### config.mk
export PLATFORM = sky130hd
export DESIGN_NAME = pixel_colour_stage
export DESIGN_NICKNAME = d
export VERILOG_FILES = /design/src/rtl/pcs_pkg.sv /design/src/rtl/pcs_regfile.sv /design/src/rtl/pcs_unpacker.sv /design/src/rtl/pcs_colour_sel.sv /design/src/rtl/pixel_colour_stage.sv
export SDC_FILE = /design/constraint.sdc
export NUM_CORES = 1
export LEC_CHECK = 0
export ABC_AREA = 0
export BUFFER_PORTS_ARGS = -buffer_cell sky130_fd_sc_hd__buf_4
export CELL_PAD_IN_SITES_DETAIL_PLACEMENT = 0
export CELL_PAD_IN_SITES_GLOBAL_PLACEMENT = 1
export CORE_MARGIN = 3
export CORE_UTILIZATION = 40
export DETAILED_ROUTE_END_ITERATION = 6
export HOLD_SLACK_MARGIN = 0.02
export MAX_ROUTING_LAYER = met4
export PLACE_DENSITY = 0.72
export REMOVE_ABC_BUFFERS = 1
export SYNTH_ARGS = -nofsm -noshare
export SYNTH_HDL_FRONTEND = slang
export SYNTH_SLANG_ARGS = --single-unit
export TNS_END_PERCENT = 10
### constraint.sdc
create_clock -name clk -period 3.3 [get_ports clk]
set_input_delay 0.99 -clock clk [delete_from_list [all_inputs] [get_ports clk]]
set_output_delay 0.99 -clock clk [all_outputs]
set_load 0.02 [all_outputs]
### src/rtl/pcs_pkg.sv
package pcs_pkg;
  typedef enum logic [1:0] {
    DEPTH_1 = 2'b00,
    DEPTH_2 = 2'b01,
    DEPTH_4 = 2'b10,
    DEPTH_8 = 2'b11
  } depth_e;

  localparam int SEL_W   = 6;
  localparam int CHAN_W  = 4;
  localparam int COL_W   = 3 * CHAN_W;
  localparam int ENT_W   = COL_W + 1;
  localparam int PIX_W   = 8;
  localparam int N_CURS  = 3;

  localparam logic [SEL_W-1:0] SEL_BORDER  = 6'd16;
  localparam logic [SEL_W-1:0] SEL_CURSOR1 = 6'd17;
  localparam logic [SEL_W-1:0] SEL_CONTROL = 6'd56;

  typedef logic [ENT_W-1:0] entry_t;
endpackage

### src/rtl/pcs_regfile.sv
module pcs_regfile
  import pcs_pkg::*;
#(
  parameter int WORD_W = 32,
  parameter int PAL_N  = 16,
  localparam int IDX_W = $clog2(PAL_N)
) (
  input  logic                    clk,
  input  logic                    rst,
  input  logic                    wr_en,
  input  logic [WORD_W-1:0]       wr_data,
  input  logic [IDX_W-1:0]        rd_idx,
  output entry_t                  rd_entry,
  output entry_t                  border_col,
  output entry_t [N_CURS-1:0]     cursor_col,
  output depth_e                  depth
);
  logic [SEL_W-1:0] sel;
  assign sel = wr_data[WORD_W-1 -: SEL_W];

  entry_t                pal_mem [PAL_N];
  entry_t                border_q;
  entry_t [N_CURS-1:0]   cur_q;
  depth_e                depth_q;

  logic unused_bits;
  assign unused_bits = ^wr_data[WORD_W-SEL_W-1:ENT_W];

  always_ff @(posedge clk) begin
    if (rst) begin
      for (int i = 0; i < PAL_N; i++) pal_mem[i] <= '0;
      border_q <= '0;
      cur_q    <= '0;
      depth_q  <= DEPTH_1;
    end else if (wr_en) begin
      if (int'(sel) < PAL_N) begin
        pal_mem[sel[IDX_W-1:0]] <= wr_data[ENT_W-1:0];
      end else begin
        case (sel)
          SEL_BORDER:         border_q <= wr_data[ENT_W-1:0];
          SEL_CURSOR1:        cur_q[0] <= wr_data[ENT_W-1:0];
          SEL_CURSOR1 + 6'd1: cur_q[1] <= wr_data[ENT_W-1:0];
          SEL_CURSOR1 + 6'd2: cur_q[2] <= wr_data[ENT_W-1:0];
          SEL_CONTROL:        depth_q  <= depth_e'(wr_data[3:2]);
          default: ;
        endcase
      end
    end
  end

  assign rd_entry   = pal_mem[rd_idx];
  assign border_col = border_q;
  assign cursor_col = cur_q;
  assign depth      = depth_q;

  logic sel_known;
  assign sel_known = (int'(sel) < PAL_N) || (sel == SEL_BORDER) || (sel == SEL_CONTROL) ||
                     (sel >= SEL_CURSOR1 && sel <= SEL_CURSOR1 + 6'd2);

  assert_pal_write_R1: assert property (@(posedge clk) disable iff (rst)
    wr_en && int'(sel) < PAL_N |=> pal_mem[$past(sel[IDX_W-1:0])] == $past(wr_data[ENT_W-1:0]));

  assert_unused_sel_R1: assert property (@(posedge clk) disable iff (rst)
    wr_en && !sel_known |=> $stable(border_q) && $stable(cur_q) && $stable(depth_q));

  assert_depth_write_R3: assert property (@(posedge clk) disable iff (rst)
    wr_en && sel == SEL_CONTROL |=> depth_q == $past(wr_data[3:2]));
endmodule

### src/rtl/pcs_unpacker.sv
module pcs_unpacker
  import pcs_pkg::*;
#(
  parameter int WORD_W = 32
) (
  input  logic              clk,
  input  logic              rst,
  input  logic              word_ld,
  input  logic [WORD_W-1:0] word_in,
  input  logic              pix_en,
  input  depth_e            depth,
  output logic [PIX_W-1:0]  pix
);
  logic [WORD_W-1:0] sh_q;
  logic [WORD_W-1:0] cur_w;
  logic [PIX_W-1:0]  pick   [4];
  logic [WORD_W-1:0] next_w [4];

  assign cur_w = word_ld ? word_in : sh_q;

  for (genvar g = 0; g < 4; g++) begin : g_depth
    localparam int BPP = 1 << g;
    assign pick[g]   = PIX_W'(cur_w[BPP-1:0]);
    assign next_w[g] = cur_w >> BPP;
  end

  assign pix = pick[depth];

  always_ff @(posedge clk) begin
    if (rst)          sh_q <= '0;
    else if (pix_en)  sh_q <= next_w[depth];
    else if (word_ld) sh_q <= word_in;
  end

  assert_load_R4: assert property (@(posedge clk) disable iff (rst)
    word_ld && !pix_en |=> sh_q == $past(word_in));

  assert_shift8_R4: assert property (@(posedge clk) disable iff (rst)
    pix_en && !word_ld && depth == DEPTH_8 |=> sh_q == {8'h00, $past(sh_q[WORD_W-1:8])});
endmodule

### src/rtl/pcs_colour_sel.sv
module pcs_colour_sel
  import pcs_pkg::*;
(
  input  logic                clk,
  input  logic                rst,
  input  logic                pix_en,
  input  logic [PIX_W-1:0]    pix,
  input  depth_e              depth,
  input  logic                disp_en,
  input  logic                border_en,
  input  logic [1:0]          cursor,
  input  entry_t              pal_entry,
  input  entry_t              border_col,
  input  entry_t [N_CURS-1:0] cursor_col,
  output logic [COL_W-1:0]    rgb,
  output logic                sup
);
  entry_t base, chosen, out_q;

  logic unused_low;
  assign unused_low = ^pix[3:0];

  always_comb begin
    base = pal_entry;
    if (depth == DEPTH_8) begin
      base[CHAN_W-1]          = pix[4];
      base[2*CHAN_W-1 -: 2]   = pix[6:5];
      base[3*CHAN_W-1]        = pix[7];
    end
    if (cursor != 2'd0)  chosen = cursor_col[2'(cursor - 2'd1)];
    else if (disp_en)    chosen = base;
    else if (border_en)  chosen = border_col;
    else                 chosen = '0;
  end

  always_ff @(posedge clk) begin
    if (rst)         out_q <= '0;
    else if (pix_en) out_q <= chosen;
  end

  assign rgb = out_q[COL_W-1:0];
  assign sup = out_q[ENT_W-1];

  assert_hold_R10: assert property (@(posedge clk) disable iff (rst)
    !pix_en |=> $stable(out_q));

  assert_black_R9: assert property (@(posedge clk) disable iff (rst)
    pix_en && !disp_en && !border_en && cursor == 2'd0 |=> out_q == '0);

  assert_cursor_R7: assert property (@(posedge clk) disable iff (rst)
    pix_en && cursor != 2'd0 |=> out_q == $past(cursor_col[2'(cursor - 2'd1)]));

  assert_border_R8: assert property (@(posedge clk) disable iff (rst)
    pix_en && !disp_en && border_en && cursor == 2'd0 |=> out_q == $past(border_col));
endmodule

### src/rtl/pixel_colour_stage.sv
module pixel_colour_stage
  import pcs_pkg::*;
#(
  parameter int WORD_W = 32,
  parameter int PAL_N  = 16
) (
  input  logic              clk,
  input  logic              rst,
  input  logic              reg_wr,
  input  logic [WORD_W-1:0] reg_wdata,
  input  logic              word_ld,
  input  logic [WORD_W-1:0] word_in,
  input  logic              pix_en,
  input  logic              disp_en,
  input  logic              border_en,
  input  logic [1:0]        cursor_pix,
  output logic [COL_W-1:0]  rgb_out,
  output logic              sup_out
);
  localparam int IDX_W = $clog2(PAL_N);

  depth_e              depth;
  logic [PIX_W-1:0]    pix;
  entry_t              pal_entry;
  entry_t              border_col;
  entry_t [N_CURS-1:0] cursor_col;

  pcs_regfile #(.WORD_W(WORD_W), .PAL_N(PAL_N)) u_regs (
    .clk        (clk),
    .rst        (rst),
    .wr_en      (reg_wr),
    .wr_data    (reg_wdata),
    .rd_idx     (pix[IDX_W-1:0]),
    .rd_entry   (pal_entry),
    .border_col (border_col),
    .cursor_col (cursor_col),
    .depth      (depth)
  );

  pcs_unpacker #(.WORD_W(WORD_W)) u_unpack (
    .clk     (clk),
    .rst     (rst),
    .word_ld (word_ld),
    .word_in (word_in),
    .pix_en  (pix_en),
    .depth   (depth),
    .pix     (pix)
  );

  pcs_colour_sel u_sel (
    .clk        (clk),
    .rst        (rst),
    .pix_en     (pix_en),
    .pix        (pix),
    .depth      (depth),
    .disp_en    (disp_en),
    .border_en  (border_en),
    .cursor     (cursor_pix),
    .pal_entry  (pal_entry),
    .border_col (border_col),
    .cursor_col (cursor_col),
    .rgb        (rgb_out),
    .sup        (sup_out)
  );
endmodule

==> results of run 1 <==
layout make-up:
class	count	area, um2	area share, %
Tap cell	461	576.8	3.408
Clock buffer	52	1011	5.974
Inverter	3	11.26	0.06654
Timing Repair Buffer	122	991.0	5.856
Multi-Input combinational cell	749	6005	35.48
Antenna cell	2	5.005	0.02957
Sequential cell	307	8230	48.64
Clock inverter	7	92.59	0.5471
worst paths after layout:
check / start / endpoint / slack, ns / depth (start not counted)
worst max register to register: u_unpack.sh_q[0] / u_sel.out_q[2] / 1.05 / 6
worst min register to register: u_regs.cursor_col[29] / u_regs.cursor_col[29] / 0.45 / 2
worst min-delay path: u_regs.cursor_col[29] / u_regs.cursor_col[29] / 0.45 / 2
worst max-delay path: word_ld / u_sel.out_q[2] / 0.68 / 8
state kept, by name, summed over array words and instances (netlist names):
signal and flops:
u_regs.pal_mem 208, u_regs.cursor_col 39, u_unpack.sh_q 32, u_regs.border_col 13
u_sel.out_q 13, u_regs.depth 2
cells by family (layout without fill, tap and decap cells):
logic type | after synthesis | in the layout | synth area share [%]
other | 0 | 2 | 0
flip-flops | 307 | 307 | 55.74
AO/OA/AOI/OAI | 158 | 158 | 7.070
buffers and inverters | 109 | 184 | 3.628
multiplexers | 163 | 163 | 17.81
adder cells (fa/ha/maj) | 1 | 1 | 0.08475
AND/OR/NAND/NOR | 427 | 427 | 15.66
critical path, stage by stage:
cell and delay [ns]:
buf_4 0.13, buf_4 0.17, nor2_1 0.11, a32oi_1 0.06, nor2b_1 0.76, a22o_1 0.41, a221oi_1 0.12, o32ai_1 0.30
per-stage QoR:
step	util [%]	setup slack, ns
floorplan	-	-0.8852
global placement	43.93	0.1965
detailed placement	43.93	0.1706
CTS	46.99	0.7187
global route	46.99	0.6107
finish	47.01	0.6767
per-layer routing:
metal / GRT usage, % / part of all wire [%] / vias to the layer above
met4: 4.535 / 1.9 / 0
met5: - / 0 / -
li1: - / - / 4368
met1: 27.97 / 45 / 4722
met3: 3.233 / 5.5 / 41
met2: 31.98 / 47 / 256
layout by cell type (no fill, tap or decap), types with 12 or more instances in the layout:
master     netlist  routed
and2_1         212     212
edfxtp_1       208     208
buf_4            4     116
dfxtp_1         99      97
nand2_1         78      78
mux4_2          71      71
mux2i_1         68      68
nor2_1          65      64
a21oi_1         56      56
clkbuf_16        0      36
nor2b_1         32      32
a211oi_1        26      26
mux2_2          18      18
or2_2           17      17
a22oi_1         14      14
a221oi_1        12      12
power groups by stage:
stage | logic [mW] | registers (mW) | clock network [mW]
after CTS | 0.798 | 4.33 | 3.85
final | 0.789 | 4.33 | 3.77
after global placement | 0.789 | 4.40 | 0
after global routing | 0.847 | 4.35 | 4.02
after detailed placement | 0.795 | 4.41 | 0
after floorplan | 0.413 | 4.40 | 0
==> results.txt, run 1 <==
Die ar. - 39240 um2
switching pwr - 2.062 mW
maximum operating frequency - 381.2 MHz
clk slew on worst S/H paths - 0.06 ns
Main synth FF type - edfxtp_1
period utilization - 79.49%
width of the die - 198.1 um
Post-synth EDFFs - 208
Fin Clk Skew - 0.02536 ns
number of unique standard cell types used by synthesis - 45
count leader, synth - and2_1
Yosys warning count - 0
ranking of synthesized cells by area - edfxtp_1 (42%), dfxtp_1 (13%), mux4_2 (11%), and2_1 (9.0%), mux2i_1 (4.6%)
crit path max fanout - 12
root buf cell - clkbuf_16
DRC viols - 0
PwrDens - 525.5 nW/um2
Nets - 1293
status - finished, final reports clean
FP Rows - 69
worst endpoint required time - 3.73 ns
ANT nets after route - 0
Num CTS Buffers - 36
Core Area - 36000 um2
Max VDD drop - 0.4313 mV
Sink Count - 307
Seq cells post-synth - 307
layout cells sized above 1 - 22.58%
Logic pwr share - 8.9%
CP arrival - 3.06 ns
Slew @ Worst Pin - 0.9821 ns
routed vias/inst - 5.512
Pint - 6.830 mW
clock network power share - 42.4%
CP startpoint kind - primary input
Final Hold Fails - 0
drt first pass iters - 5
post-layout min period - 2.623 ns
Post-CTS Setup Bufs - 0
P&R area growth vs syn - 14.65%
Synth top cells by count - and2_1 (212), edfxtp_1 (208), dfxtp_1 (99), nand2_1 (78), clkbuf_1 (75)
drt total wl - 38440 um
pin count of the biggest net entering global routing - 115
Yosys top cell by area - edfxtp_1
I/O pins - 86
DRT iter0 DRCs - 696
setup violators final - 0
Die Y-Extent - 198.1 um
Placement Cell Area - 15810 um2
RSZ-0062 raised after global routing - no
CTS tree - done
grt ovf - 0
initial antenna violation count - 0
via count - 9387
Starting Density - 41.00%
maximum root-to-sink buffer count - 3
vias in the first global route - 9306
HPWL Detailed - 24930 um
first-pass GRT wire length - 58310 um
Max Cap Viol - 0
Worst Hold Slack - 0.4525 ns
Port-buffer cells - 72
cts repair resizes - 0
sequential fraction of the synthesis area - 55.74%
Pins Over Slew Limit - 0
worst hold path type - reg2reg
critical path class - in2reg
mapped cell area - 14760 um2
cell count after placement - 1642
Sequential Power Share - 48.7%
Syn Inst Count - 1165
ys async rst share - 0%
max_slew headroom - 34.39%
Worst-Skew Late Latency - 0.53 ns
CTS Hold Buffers Added - 0
Design Power - 8.892 mW
Cell Count, Final, Fillers Out - 1703
H-tree depth - 2
Critical Path End Type - register
leakage power - 6.177 nW
Design Area, Final - 16920 um2
routed len/inst - 22.57 um
Switching Fraction - 23.19%
TNS Setup - 0 ns
Total GRT Usage - 20.28%
Final GP Congestion - 0.8695
Post-Syn Area per Cell - 12.67 um2
fillers - 3211
top-area cell type share of the netlist area - 42.32%
Power figures use the tool's default switching activity.
==> inputs of run 2 (changes only) <==
--- a/config.mk
+++ b/config.mk
@@ -5,7 +5,7 @@
 export SDC_FILE = /design/constraint.sdc
 export NUM_CORES = 1
 export LEC_CHECK = 0
-export ABC_AREA = 0
+export ABC_AREA = 1
 export BUFFER_PORTS_ARGS = -buffer_cell sky130_fd_sc_hd__buf_4
 export CELL_PAD_IN_SITES_DETAIL_PLACEMENT = 0
 export CELL_PAD_IN_SITES_GLOBAL_PLACEMENT = 1
@@ -14,7 +14,7 @@
 export DETAILED_ROUTE_END_ITERATION = 6
 export HOLD_SLACK_MARGIN = 0.02
 export MAX_ROUTING_LAYER = met4
-export PLACE_DENSITY = 0.72
+export PLACE_DENSITY = 0.75
 export REMOVE_ABC_BUFFERS = 1
 export SYNTH_ARGS = -nofsm -noshare
 export SYNTH_HDL_FRONTEND = slang
==> constraint.sdc (replaced) <==
create_clock -name clk -period 2.42 [get_ports clk]
set_input_delay 0.726 -clock clk [delete_from_list [all_inputs] [get_ports clk]]
set_output_delay 0.726 -clock clk [all_outputs]
set_load 0.02 [all_outputs]
==> results.txt, run 2 <==
status - finished, final reports clean
root buf cell - clkbuf_16
setup violators final - 0
PwrDens - 708.7 nW/um2
fillers - 3520
Final GP Congestion - 0.8926
Top reg by flops - u_regs.pal_mem
Final Hold Fails - 0
Core Area - 36700 um2
ANT nets after route - 0
H-tree depth - 2
Die ar. - 39620 um2
most common cell after layout, fill and taps aside - nand2_1
Starting Density - 40.62%
Sink Count - 307
Post-Syn Area per Cell - 8.155 um2
Reg area - 8228 um2
critical path class - in2reg
footprint of the multi-input gates - 5455 um2
Nets - 1999
mapped cell area - 14910 um2
Synth top cells by count - nand2_1 (491), nor2_1 (268), edfxtp_1 (208), inv_1 (157), nand3_1 (144)
DRT iter0 DRCs - 985
RSZ-0062 raised after global routing - no
CP startpoint kind - primary input
top-area cell type share of the netlist area - 41.90%
Fin Clk Skew - 0.02028 ns
Worst-Skew Late Latency - 0.52 ns
FP Rows - 70
Max VDD drop - 0.4991 mV
clk slew on worst S/H paths - 0.06 ns
ranking of synthesized cells by area - edfxtp_1 (42%), dfxtp_1 (13%), nand2_1 (12%), nor2_1 (6.7%), nand3_1 (4.8%)
Port-buffer cells - 72
HPWL Detailed - 28440 um
CP arrival - 2.52 ns
period utilization - 85.07%
Pins Over Slew Limit - 0
commonest non-fill, non-tap cells in the layout - nand2_1 (491), nor2_1 (268), edfxtp_1 (208)
Design Area, Final - 17750 um2
leakage power - 7.841 nW
initial antenna violation count - 0
drt total wl - 41480 um
Yosys top cell by area - edfxtp_1
width of the die - 199.1 um
Max Cap Viol - 0
TNS Setup - 0 ns
Total GRT Usage - 21.46%
pin count of the biggest net entering global routing - 102
Yosys warning count - 0
# diodes - 0
maximum operating frequency - 485.7 MHz
max_slew headroom - 55.49%
ys async rst share - 0%
number of unique standard cell types used by synthesis - 38
Cell Count, Final, Fillers Out - 2418
Post-CTS Setup Bufs - 0
via count - 12340
Main synth FF type - edfxtp_1
post-layout min period - 2.059 ns
Syn Inst Count - 1828
I/O pins - 86
layout cells sized above 1 - 13.95%
Placement Cell Area - 16590 um2
CTS tree - done
cell count after placement - 2356
cts repair resizes - 0
drt first pass iters - 5
worst hold path type - reg2reg
vias in the first global route - 11490
Largest register FFs - 208
Critical Path End Type - register
Post-synth EDFFs - 208
worst endpoint required time - 2.88 ns
Seq cells post-synth - 307
first-pass GRT wire length - 63800 um
Slew @ Worst Pin - 0.6652 ns
sequential fraction of the synthesis area - 55.19%
Num CTS Buffers - 35
count leader, synth - nand2_1
grt ovf - 0
maximum root-to-sink buffer count - 3
Die Y-Extent - 199.1 um
routed vias/inst - 5.104
DRC viols - 0
CTS Hold Buffers Added - 0
crit path max fanout - 31
P&R area growth vs syn - 19.06%
routed len/inst - 17.16 um
run 2: changes by cell type after synthesis, moves of 18 or more:
cell,change
mux2i_1,-67
o31ai_1,+19
mux4_2,-71
buf_2,+24
nand3_1,+138
nand2_1,+413
a21oi_1,+82
and2_1,-212
a211oi_1,-25
o21ai_0,+82
inv_1,+154
nor2b_1,-32
nor2_1,+203
mux2_2,-18
run 2: path summary, 6_finish.rpt:
path	end	start	cells past startpoint	slack, ns
setup / recovery	u_sel.out_q[0]	word_ld	15	0.36
hold / removal	u_sel.out_q[3]	u_sel.out_q[3]	2	0.45
setup reg to reg	u_sel.out_q[6]	u_regs.depth[1]	11	0.47
hold reg to reg	u_sel.out_q[3]	u_sel.out_q[3]	2	0.45
run 2: logic make-up (layout without fill, tap and decap cells):
group	count (synthesis)	in the layout	synth area share (%)
muxes	1	1	0.06714
DFF	307	307	55.19
adders and majority gates	1	1	0.08391
AOI/OAI and AO/OA	296	296	10.89
buffers and inverters	291	413	8.217
and+or+nand+nor	932	932	25.55
run 2: critical path, cell delays in order:
cell     delay (ns)
buf_4          0.18
buf_4          0.16
nand2_1        0.12
nand2_4        0.13
buf_12         0.19
nor2_1         0.06
nor2_1         0.09
o21ai_0        0.09
nand3_1        0.12
nand3_1        0.23
nand2_1        0.17
nand2_1        0.06
nand2_1        0.08
nand2_1        0.06
nand2_1        0.05
run 2: power by group:
part | switching (mW) | internal [mW] | total (mW) | leakage (nW)
logic | 0.865 | 0.470 | 1.33 | 4.50
clock network | 2.08 | 3.26 | 5.35 | 0.563
registers | 0.0690 | 5.83 | 5.90 | 2.78
total | 3.02 | 9.56 | 12.6 | 7.84
run 2: final cells by class:
cell class | instances | area share [%]
Inverter | 164 | 3.482
Multi-Input combinational cell | 1230 | 30.73
Clock buffer | 43 | 5.216
Timing Repair Buffer | 187 | 9.601
Tap cell | 468 | 3.299
Sequential cell | 307 | 46.36
Clock inverter | 19 | 1.311
run 2: layer usage:
layer | track usage (%) | routed length, um | vias to the layer above
li1 | - | - | 6168
met1 | 28.76 | 18540 | 5787
met2 | 34.75 | 19640 | 327
met3 | 3.440 | 2549 | 60
met4 | 4.685 | 760 | 0
met5 | - | 0 | -
run 2: metrics by stage:
stage	power (mW)	utilization, %	setup WS (ns)	hold slack (ns)
2_1_floorplan	6.701	-	-1.186	0.5013
3_3_place_gp	7.321	45.21	-0.1277	0.4440
6_report	12.58	48.37	0.3612	0.4512
5_1_grt	13.06	48.37	0.2186	0.4645
4_1_cts	12.68	48.37	0.4088	0.4501
3_5_place_dp	7.341	45.21	-0.1269	0.4417
